==> src/rtl/mdec_pkg.sv <==
package mdec_pkg;

  typedef enum logic [2:0] {
    TGT_RAM = 3'd0,
    TGT_ROM = 3'd1,
    TGT_IO  = 3'd2,
    TGT_SND = 3'd3,
    TGT_CHR = 3'd4
  } tgt_e;

endpackage

==> src/rtl/mdec_region.sv <==
module mdec_region #(
  parameter int unsigned ADDR_W = 16,
  parameter logic [ADDR_W-1:0] BASE = '0,
  parameter logic [ADDR_W-1:0] SIZE = '1
) (
  input  logic [ADDR_W-1:0] addr,
  output logic              hit
);
  // SIZE is a power of two and BASE is aligned to it
  localparam logic [ADDR_W-1:0] ONE  = {{(ADDR_W-1){1'b0}}, 1'b1};
  localparam logic [ADDR_W-1:0] MASK = ~(SIZE - ONE);

  assign hit = ((addr & MASK) == (BASE & MASK));
endmodule

==> src/rtl/mdec_route.sv <==
module mdec_route
  import mdec_pkg::*;
#(
  parameter int unsigned NUM_ROM = 2
) (
  input  logic               rw,
  input  logic               in_io,
  input  logic               in_snd,
  input  logic [NUM_ROM-1:0] rom_hit,
  input  logic [NUM_ROM-1:0] rom_map,
  input  logic               io_map,
  input  logic               chr_map,
  output tgt_e               tgt,
  output logic [NUM_ROM-1:0] rom_oh
);
  logic [NUM_ROM-1:0] rom_live;
  logic               rom_any;

  assign rom_live = rom_hit & rom_map;

  // lowest index wins on overlap
  always_comb begin
    rom_oh  = '0;
    rom_any = 1'b0;
    for (int i = NUM_ROM - 1; i >= 0; i--) begin
      if (rom_live[i]) begin
        rom_oh    = '0;
        rom_oh[i] = 1'b1;
        rom_any   = 1'b1;
      end
    end
  end

  always_comb begin
    tgt = TGT_RAM;
    if (in_io && io_map) begin
      tgt = in_snd ? TGT_SND : TGT_IO;
    end else if (rw) begin
      if (in_io && chr_map) tgt = TGT_CHR;
      else if (rom_any)     tgt = TGT_ROM;
    end
  end
endmodule

==> src/rtl/mem_decoder.sv <==
module mem_decoder
  import mdec_pkg::*;
#(
  parameter int unsigned ADDR_W  = 16,
  parameter int unsigned NUM_ROM = 2,
  parameter logic [NUM_ROM*ADDR_W-1:0] ROM_BASE = {16'hE000, 16'hA000},
  parameter logic [NUM_ROM*ADDR_W-1:0] ROM_SIZE = {16'h2000, 16'h2000},
  parameter logic [ADDR_W-1:0] IO_BASE  = 16'hD000,
  parameter logic [ADDR_W-1:0] IO_SIZE  = 16'h1000,
  parameter logic [ADDR_W-1:0] SND_BASE = 16'hD400,
  parameter logic [ADDR_W-1:0] SND_SIZE = 16'h0400
) (
  input  logic               clk,
  input  logic               rst,
  input  logic [ADDR_W-1:0]  cpu_addr,
  input  logic               cpu_rw,
  input  logic               phi2,
  input  logic [NUM_ROM-1:0] rom_map,
  input  logic               io_map,
  input  logic               chr_map,
  output logic               ram_ce0_n,
  output logic               ram_ce1,
  output logic               ram_oe_n,
  output logic               ram_we_n,
  output logic [NUM_ROM-1:0] rom_sel,
  output logic               io_sel,
  output logic               snd_sel,
  output logic               chr_sel
);
  logic [NUM_ROM-1:0] rom_hit;
  logic [NUM_ROM-1:0] rom_oh;
  logic               in_io;
  logic               in_snd;
  tgt_e               tgt;

  for (genvar g = 0; g < NUM_ROM; g++) begin : g_rom
    mdec_region #(
      .ADDR_W(ADDR_W),
      .BASE  (ROM_BASE[g*ADDR_W +: ADDR_W]),
      .SIZE  (ROM_SIZE[g*ADDR_W +: ADDR_W])
    ) u_rgn (
      .addr(cpu_addr),
      .hit (rom_hit[g])
    );
  end

  mdec_region #(.ADDR_W(ADDR_W), .BASE(IO_BASE), .SIZE(IO_SIZE)) u_io (
    .addr(cpu_addr),
    .hit (in_io)
  );

  mdec_region #(.ADDR_W(ADDR_W), .BASE(SND_BASE), .SIZE(SND_SIZE)) u_snd (
    .addr(cpu_addr),
    .hit (in_snd)
  );

  mdec_route #(.NUM_ROM(NUM_ROM)) u_route (
    .rw     (cpu_rw),
    .in_io  (in_io),
    .in_snd (in_snd),
    .rom_hit(rom_hit),
    .rom_map(rom_map),
    .io_map (io_map),
    .chr_map(chr_map),
    .tgt    (tgt),
    .rom_oh (rom_oh)
  );

  logic to_ram;
  assign to_ram = (tgt == TGT_RAM);

  always_ff @(posedge clk) begin
    if (rst) begin
      ram_ce0_n <= 1'b1;
      ram_ce1   <= 1'b0;
      ram_oe_n  <= 1'b1;
      ram_we_n  <= 1'b1;
      rom_sel   <= '0;
      io_sel    <= 1'b0;
      snd_sel   <= 1'b0;
      chr_sel   <= 1'b0;
    end else begin
      ram_ce0_n <= !to_ram;
      ram_ce1   <= phi2;
      ram_oe_n  <= !(phi2 && cpu_rw && to_ram);
      ram_we_n  <= !(phi2 && !cpu_rw && to_ram);
      rom_sel   <= (phi2 && tgt == TGT_ROM) ? rom_oh : '0;
      io_sel    <= phi2 && (tgt == TGT_IO);
      snd_sel   <= phi2 && (tgt == TGT_SND);
      chr_sel   <= phi2 && (tgt == TGT_CHR);
    end
  end
endmodule

==> config.mk <==
export PLATFORM = sky130hd
export DESIGN_NAME = mem_decoder
export DESIGN_NICKNAME = d
export VERILOG_FILES = /design/src/rtl/mdec_pkg.sv /design/src/rtl/mdec_region.sv /design/src/rtl/mdec_route.sv /design/src/rtl/mem_decoder.sv
export SDC_FILE = /design/constraint.sdc
export NUM_CORES = 1
export LEC_CHECK = 0
export ABC_AREA = 1
export BUFFER_PORTS_ARGS = -buffer_cell sky130_fd_sc_hd__buf_2
export CORE_AREA = 2 2 39 41
export DETAILED_ROUTE_END_ITERATION = 10
export DIE_AREA = 0 0 41 43
export HOLD_SLACK_MARGIN = 0.02
export PLACE_DENSITY = 0.72
export SLEW_MARGIN = 15
export SYNTH_ARGS = -nofsm -noshare
export SYNTH_HDL_FRONTEND = slang
export SYNTH_HIERARCHICAL = 1
export SYNTH_SLANG_ARGS = --single-unit
==> constraint.sdc <==
create_clock -name clk -period 1.54 [get_ports clk]
set_input_delay 0.077 -clock clk [delete_from_list [all_inputs] [get_ports clk]]
set_output_delay 0.077 -clock clk [all_outputs]
set_load 0.01 [all_outputs]
==> reports/metrics.yaml, run 1 <==
synth:
  synth.area.top_cells: "dfxtp_1, nand2_1, inv_1, nor2_2, nor3_1"
  synth_most_common_cell: "nand2_1"
  async_flop_share_pct: 0
  ys_seq_elements: 9
  netlist.area_leader.share_pct: 43.11
  syn_nets: 84
  synth_area_sq_um: 417.9
  ys_warn_count: 6
  synth.distinct_cells: 13
  synth_common_cells: "nand2_1, inv_1, dfxtp_1"
  syn_area_per_cell_sq_um: 6.965
  yosysTopAreaCell: "dfxtp_1"
  ys.flop_type: "dfxtp_1"
  synth_cells: 60
  yosysSeqAreaShare_pct: 43.11
  synth-edff-count: 0
worst_setup_path:
  endpoint_kind: "register"
  startpoint_type: "input port"
  arrival_ps: 1020
  crit_start: "cpu_addr[13]"
  path_max_fanout: 4
  crit_type: "input port to register"
  crit_required_ps: 1670
detailed_routing:
  vias: 414
  wirelength_microns: 731
  drcViolationCount: 0
  drtAntennaViolNets: 0
  drtIter0Drc: 1
  routed_via_density: 4.019
  wl_per_cell_microns: 7.097
  first_pass_iters: 2
clocking:
  clk_path_buf_depth: 2
  cts-buffers-inserted: 3
  cts-root-buf: "clkbuf_4"
  cts_tree: "built"
  cts_resized: 0
  clkTransAtPathRegs_ps: 50
  cts.sinks: 9
  h-tree-depth: 1
  postCtsSetupRepairBufs: 0
floorplanning:
  ios: 33
  start_util_pct: 30.20
  core.rowCount: 14
  fp.dieH_microns: 43
  die_x_microns: 41
  fp.dieArea_sq_mm: 0.001763
  core_sq_mm: 0.001384
timing:
  report.final.slew_viol_count: 0
  max_slew_margin_pct: 87.76
  fin_crit_sh_pct: 57.95
  rsz0062_at_grt: "false"
  tightest_slew_ps: 182.3
  max_clock_freq_mhz: 1121
  setup-tns-final_ps: 0
  setup_violations: 0
  period_needed_ps: 892.4
  hold_viol: 0
global_route:
  grt_overflow_total: 0
  grt_max_degree: 6
  grt_pass1_vias: 311
  grt_use_total_pct: 8.709
  antenna_found_initial: 0
  grt_pass1_wl_microns: 1035
flow_run:
  cap_violations: 0
hold_path:
  min-delay-start: "cpu_rw"
  min_path_type: "input port to register"
  whs_endpoint: "ram_oe_n$_SDFF_PP1_"
  whs_path_depth: 2
placed_design:
  gp_congestion: 0.7007
  port_buffers: 22
  hpwl_microns: 618.8
power_and_ir_drop:
  p_leak_nw: 0.3222
  ir_drop_mv: 0.1850
  power_density_mw_per_mm2: 809.9
layout:
  finish.utilization_pct: 42.22
  area_growth_pct: 39.82
  fin_nets: 112
  antenna-diode-count: 0
  drive_above_1_share_pct: 44.83
outcome:
  status: "completed"
-- layout make-up --
cell class | count | area (sq um)
Multi-Input combinational cell | 36 | 181.4
Clock buffer | 4 | 26.28
Tap cell | 16 | 20.02
Fill cell | 154 | 799.5
Sequential cell | 9 | 180.2
Timing Repair Buffer | 23 | 120.1
Inverter | 15 | 56.30
-- routing by layer --
metal,global-route usage (%),vias to the layer above,part of all wire (%)
li1,-,231,-
met4,10.00,0,1.2
met1,8.917,163,43
met3,0,2,10
met5,0,-,0
met2,13.75,18,45
-- flip-flops by register name, summed over array words and instances, names as in the netlist --
signal,count
rom_sel,2
chr_sel,1
io_sel,1
ram_ce0_n,1
ram_ce1,1
ram_oe_n,1
ram_we_n,1
snd_sel,1
-- critical path, stage by stage --
cell      delay, ps
buf_2           120
inv_1            50
nand2_1          50
nor2_2          120
nand2_1         100
nand3_1          90
nand2_1          80
inv_1            60
nand2_1          60
nor2_2          130
nand3b_1         90
-- what timing repair did --
item / in CTS / in global routing
hold endpoints to repair: 1 / 0
endpoints found under the setup margin: 0 / 0
hold buffers: 1 / 0
-- worst max path at each step --
stage	to	slack (ps)	cells after the start
global placement	ram_we_n$_SDFF_PP1_	420	11
floorplan	ram_we_n$_SDFF_PP1_	650	10
CTS	ram_oe_n$_SDFF_PP1_	640	11
finish	ram_we_n$_SDFF_PP1_	650	11
global route	ram_oe_n$_SDFF_PP1_	540	11
detailed placement	ram_oe_n$_SDFF_PP1_	370	11
-- cell families after synthesis --
family          after synthesis  synth area share [%]
simple gates                 35                 42.22
flops                         9                 43.11
buf+inv                      15                 13.47
compound gates                1                 1.196
-- metrics by stage --
stage | std cells | instance area, sq um | setup slack [ps] | total power, mW | hold WS (ps)
after floorplan | 60 | 417.9 | 645.6 | 0.2771 | 161.1
after global placement | 98 | 548.0 | 418.6 | 0.3060 | 288.6
after detailed placement | 98 | 548.0 | 372.4 | 0.3072 | 286.0
after CTS | 103 | 584.3 | 640.4 | 0.4832 | 32.78
after global routing | 103 | 584.3 | 537.7 | 0.5046 | 45.70
final | 103 | 584.3 | 647.6 | 0.4732 | 40.74
-- cells in the final DEF, fill, tap and decap left out --
master          n
a21oi_1         1
buf_2          22
clkbuf_1        1
clkbuf_4        3
dfxtp_1         9
dlygate4sd3_1   1
inv_1          11
inv_2           4
nand2_1        16
nand2_2         2
nand3_1         2
nand3_2         1
nand3b_1        1
nor2_1          1
nor2_2          6
nor3_1          5
nor3_2          1
-- power by group --
part           internal [mW]  total (mW)  switching [mW]
combinational         0.0287      0.0633          0.0345
clock                 0.0991       0.170          0.0709
sequential             0.239       0.240         0.00109
total                  0.367       0.473           0.107
Power figures use the tool's default switching activity.
==> run 2: changes to the inputs <==
Clock period 1.54 ns to 0.92 ns, I/O delays scaled along.
==> run 2 against run 1 <==
First-iteration DRC count grew to 4.0 times the previous value. Critical path depth is 5 lower. Die area did not move. Sequential power is 68% higher. Non-clock buffer count increased by 6. Critical path type unchanged. Highest routed layer unchanged. Clock power up 68%. Cell count grew 5.8%. Final area grew 11%. Worst setup slack got worse by 590 ps. Total power is 72% higher. Via count rose by 4.6%.
==> reports/metrics.yaml, run 2 (synthesis results as in run 1) <==
floorplanning:
  fp.dieH_microns: 43  # unchanged
  core.rowCount: 14  # unchanged
  ios: 33  # unchanged
  fp.dieArea_sq_mm: 0.001763  # unchanged
  core_sq_mm: 0.001384  # unchanged
  die_x_microns: 41  # unchanged
  start_util_pct: 30.20  # unchanged
layout:
  antenna-diode-count: 0  # unchanged
  final_cell_count_no_fill: 109  # was 103
  largest_register: "rom_sel"  # unchanged
  mostFrequentLayoutCells: "buf_2, nand2_1, inv_1, dfxtp_1"  # was buf_2, nand2_1, inv_1, dfxtp_1, nor2_2
  fin_nets: 118  # was 112
  drive_above_1_share_pct: 51.61  # was 44.83%
  largest_reg_flops: 2  # unchanged
  area_growth_pct: 54.79  # was 39.82%
  final_common_cell: "buf_2"  # unchanged
power_and_ir_drop:
  internal-power_mw: 0.6276  # was 0.3667 mW
  power_density_mw_per_mm2: 1255  # was 809.9 mW/mm^2
  p_leak_nw: 0.3533  # was 0.3222 nW
  p_sw_mw: 0.1842  # was 0.1066 mW
  clock_power_share_pct: 35.0  # was 35.9%
  p_sw_share_pct: 22.69  # was 22.52%
  pwr-share-comb_pct: 15.5  # was 13.4%
  ir_drop_mv: 0.2800  # was 0.1850 mV
  seq_power_share_pct: 49.5  # was 50.7%
placed_design:
  dp.cells: 103  # was 98
  hpwl_microns: 662.6  # was 618.8 microns
  gp_congestion: 0.7115  # was 0.7007
  port_buffers: 22  # unchanged
timing:
  hold_viol: 0  # unchanged
  whs_ps: 80.09  # was 40.74 ps
  tightest_slew_ps: 184.1  # was 182.3 ps
  setup_violations: 0  # unchanged
  report.final.slew_viol_count: 0  # unchanged
  period_needed_ps: 861.0
  max_clock_freq_mhz: 1161
  max_slew_margin_pct: 87.63  # was 87.76%
  fin_crit_sh_pct: 93.58
detailed_routing:
  wl_per_cell_microns: 7.128  # was 7.097 microns
  wirelength_microns: 777  # was 731 microns
  drtIter0Drc: 4  # was 1
  first_pass_iters: 4  # was 2
  vias: 433  # was 414
  drtAntennaViolNets: 0  # unchanged
  drcViolationCount: 0  # unchanged
  routed_via_density: 3.972  # was 4.019
clocking:
  cts_tree: "built"  # unchanged
  clk_path_buf_depth: 2  # unchanged
  postCtsSetupRepairBufs: 0  # unchanged
  cts-root-buf: "clkbuf_4"  # unchanged
  cts-buffers-inserted: 3  # unchanged
  h-tree-depth: 1  # unchanged
  clkTransAtPathRegs_ps: 60  # was 50 ps
  cts.sinks: 9  # unchanged
worst_setup_path:
  path_max_fanout: 3  # was 4
  crit_type: "input port to register"  # unchanged
  endpoint_kind: "register"  # unchanged
  startpoint_type: "input port"  # unchanged
  crit_required_ps: 1060  # was 1670 ps
  arrival_ps: 1000  # was 1020 ps
global_route:
  grt_overflow_total: 0  # unchanged
  grt_pass1_vias: 357  # was 311
  grt_max_degree: 6  # unchanged
  antenna_found_initial: 0  # unchanged
  grt_pass1_wl_microns: 1207  # was 1035 microns
  grt_use_total_pct: 10.32  # was 8.709%
outcome:
  status: "completed"  # unchanged
flow_run:
  cap_violations: 0  # unchanged
hold_path:
  min_path_type: "input port to register"  # unchanged
-- run 2: changes by cell type in the layout (fill, tap and decap cells not counted) --
cell,delta
nand2_1,-2
nand3_1,-1
nor2_2,-1
inv_2,+1
nor2_4,+1
nand3_2,+1
nand2_2,+2
buf_4,+5
inv_1,-1
dlygate4sd3_1,+1
-- run 2: metrics by stage --
step	TNS, ps	setup WS, ps	utilization (%)	area, sq um	power [mW]
final	0	59.03	46.75	646.9	0.8118
after global routing	-10.22	-10.22	46.75	646.9	0.8777
after CTS	0	54.66	45.66	631.9	0.8220
after detailed placement	-1046	-184.5	42.31	585.6	0.5256
after global placement	-744.3	-140.2	42.31	585.6	0.5231
after floorplan	0	56.62	-	417.9	0.4639
-- run 2: power groups by stage --
stage	clock network, mW	registers, mW	logic, mW
5_1_grt	0.333	0.403	0.142
2_1_floorplan	0	0.416	0.0479
6_report	0.285	0.402	0.126
3_5_place_dp	0	0.411	0.115
3_3_place_gp	0	0.410	0.113
4_1_cts	0.298	0.402	0.122
-- run 2: metal layers --
metal  vias to the layer above  track usage (%)  wire (microns)
met1                       169            10.22             327
li1                        244                -               -
met2                        18            16.56             364
met5                         -                0               0
met4                         0            8.000               9
met3                         2            3.141              75
-- run 2: final timing paths --
| path | slack [ps] | end | start | cells past startpoint |
|---|---|---|---|---|
| hold / removal | 80 | snd_sel$_SDFF_PP0_ | phi2 | 3 |
| setup / recovery | 60 | ram_oe_n$_SDFF_PP1_ | rst | 6 |
-- run 2: area by class of cell --
type / count / area, sq um
Sequential cell: 9 / 180.2
Multi-Input combinational cell: 36 / 196.4
Timing Repair Buffer: 29 / 167.7
Fill cell: 143 / 737.0
Inverter: 15 / 56.30
Tap cell: 16 / 20.02
Clock buffer: 4 / 26.28
-- run 2: worst max-delay path, cell delays in order --
cell,delay [ps]
dlygate4sd3_1,530
buf_2,120
inv_2,70
nand2_2,60
inv_1,100
nand3_2,80
-- run 2: what timing repair did --
item	in CTS	in global routing
endpoints found under the setup margin	0	1
hold endpoints to repair	3	0
gates resized for setup	0	5
hold buffers	2	0
==> run 3: changes to the inputs <==
==> constraint.sdc (replaced) <==
create_clock -name clk -period 0.92 [get_ports clk]
set_input_delay 0.276 -clock clk [delete_from_list [all_inputs] [get_ports clk]]
set_output_delay 0.276 -clock clk [all_outputs]
set_load 0.01 [all_outputs]
==> run 3 against run 2 <==
The flow now finishes with violations (setup timing). Global-route usage up 1.7 points. Combinational power is 32% higher. Fmax decreased by 12%. Largest power group unchanged.
==> reports/metrics.yaml, run 3 (synthesis results as in run 1) <==
outcome:
  status: "complete, but fails checks"  # was completed
  failed_checks: "setup timing"
worst_setup_path:
  endpoint_kind: "register"  # unchanged
  arrival_ps: 1160  # was 1000 ps
  crit_type: "input port to register"  # unchanged
  path_max_fanout: 4  # was 3
  crit_required_ps: 1100  # was 1060 ps
  startpoint_type: "input port"  # unchanged
hold_path:
  min_path_type: "input port to register"  # unchanged
global_route:
  grt_pass1_vias: 403  # was 357
  grt_max_degree: 6  # unchanged
  grt_use_total_pct: 12.02  # was 10.32%
  antenna_found_initial: 0  # unchanged
  grt_pass1_wl_microns: 1428  # was 1207 microns
  grt_overflow_total: 0  # unchanged
detailed_routing:
  routed_via_density: 4.248  # was 3.972
  drtIter0Drc: 1  # was 4
  drcViolationCount: 0  # unchanged
  drtAntennaViolNets: 0  # unchanged
  first_pass_iters: 2  # was 4
  wirelength_microns: 903  # was 777 microns
  vias: 463  # was 433
  wl_per_cell_microns: 8.284  # was 7.128 microns
layout:
  antenna-diode-count: 0  # unchanged
  final_cell_count_no_fill: 109  # unchanged
  drive_above_1_share_pct: 64.52  # was 51.61%
  largest_register: "rom_sel"  # unchanged
  mostFrequentLayoutCells: "buf_2, nand2_1, inv_1"  # was buf_2, nand2_1, inv_1, dfxtp_1
  multi_input_area_sq_um: 236.5  # was 196.4 sq um
  seq_area_sq_um: 183.9  # was 180.2 sq um
  fin_nets: 118  # unchanged
  final.fill_count: 144  # was 143
  final_common_cell: "buf_2"  # unchanged
  area_growth_pct: 79.64  # was 54.79%
  largest_reg_flops: 2  # unchanged
floorplanning:
  fp.dieH_microns: 43  # unchanged
  core_sq_mm: 0.001384  # unchanged
  start_util_pct: 30.20  # unchanged
  ios: 33  # unchanged
  core.rowCount: 14  # unchanged
  fp.dieArea_sq_mm: 0.001763  # unchanged
  die_x_microns: 41  # unchanged
placed_design:
  gp_congestion: 0.7086  # was 0.7115
  pre_cts_ws_ps: -419.9  # was -184.5 ps
  port_buffers: 22  # unchanged
  dp.cells: 105  # was 103
  hpwl_microns: 721.1  # was 662.6 microns
power_and_ir_drop:
  p_leak_nw: 0.3855  # was 0.3533 nW
  ir_drop_mv: 0.4508  # was 0.2800 mV
  power_density_mw_per_mm2: 1161  # was 1255 mW/mm^2
clocking:
  clkTransAtPathRegs_ps: 60  # about the same
  cts-root-buf: "clkbuf_4"  # unchanged
  h-tree-depth: 1  # unchanged
  cts.sinks: 9  # unchanged
  postCtsSetupRepairBufs: 0  # unchanged
  cts-buffers-inserted: 3  # unchanged
  cts_tree: "built"  # unchanged
  clk_path_buf_depth: 2  # unchanged
timing:
  tightest_slew_ps: 154.9  # was 184.1 ps
  report.final.slew_viol_count: 0  # unchanged
  fin_crit_sh_pct: 106.0  # was 93.58%
  hold_viol: 0  # unchanged
  rsz0062_at_grt: "true"
  max_slew_margin_pct: 89.59  # was 87.63%
  setup_violations: 17  # was 0
  period_needed_ps: 975.3  # was 861.0 ps
  setup_slack_ps: -55.27  # was 59.03 ps
  max_clock_freq_mhz: 1025  # was 1161 MHz
flow_run:
  cap_violations: 0  # unchanged
[run 3: cell count changes in the layout (fill, tap and decap cells not counted), moves of 2 or more]
| cell | previous run | this run |
|---|---|---|
| buf_2 | 22 | 16 |
| buf_6 | 0 | 6 |
| nand2_1 | 14 | 10 |
| dfxtp_1 | 9 | 6 |
| dfxtp_2 | 0 | 3 |
| dlygate4sd3_1 | 2 | 0 |
| nand2_2 | 4 | 6 |
| nand2_4 | 0 | 2 |
[run 3: critical path: stages]
cell,delay [ps]
buf_12,110
buf_4,130
nor2_2,90
nand2_1,60
nor2_2,90
nand2_2,60
nand2_2,80
nand2_1,90
nor3_1,180
[run 3: stage by stage]
step           TNS, ps  hold WS [ps]  utilization, %  total power, mW  cell area [sq um]
6_report        -586.9         235.2           54.25           0.8719              750.7
2_1_floorplan   -678.3         347.8               -           0.4683              437.9
4_1_cts         -783.4         238.1           49.55           0.8504              685.7
3_5_place_dp     -3088         509.0           44.85           0.5404              620.6
5_1_grt          -1488         237.1           54.25           0.9330              750.7
3_3_place_gp     -2795         492.0           44.85           0.5362              620.6
[run 3: final cells by class]
class / instances / share of cell area [%]
inverter: 15 / 9.500
sequential: 9 / 24.50
tap: 16 / 2.667
clock buffer: 4 / 3.500
timing repair buffer: 29 / 28.33
multi-input combinational: 36 / 31.50
[run 3: per-layer routing]
layer | track usage (%) | up-vias | share of wire, %
li1 | - | 244 | -
met1 | 10.86 | 197 | 35
met2 | 21.25 | 20 | 54
met3 | 3.141 | 2 | 8.6
met4 | 8.000 | 0 | 2.5
met5 | 0 | - | 0
[run 3: timing repair]
item	4_1_cts	5_1_grt
pin swaps	9	3
endpoints found under the hold margin	0	0
endpoints found under the setup margin	17	17
cloned	0	0
gates resized for setup	11	17
hold buffers	0	0
[run 3: worst paths after layout]
kind              cells past startpoint          from                    end  slack [ps]
hold / removal                        3           rst   ram_ce0_n$_SDFF_PP1_         240
setup / recovery                      9  cpu_addr[13]  rom_sel[1]$_SDFF_PP0_         -60
[run 3: where the power goes]
| group | internal [mW] | switching (mW) | total (mW) |
|---|---|---|---|
| Clock | 0.167 | 0.134 | 0.301 |
| Sequential | 0.401 | 0.00398 | 0.405 |
| Combinational | 0.0873 | 0.0787 | 0.166 |
| Total | 0.655 | 0.217 | 0.872 |
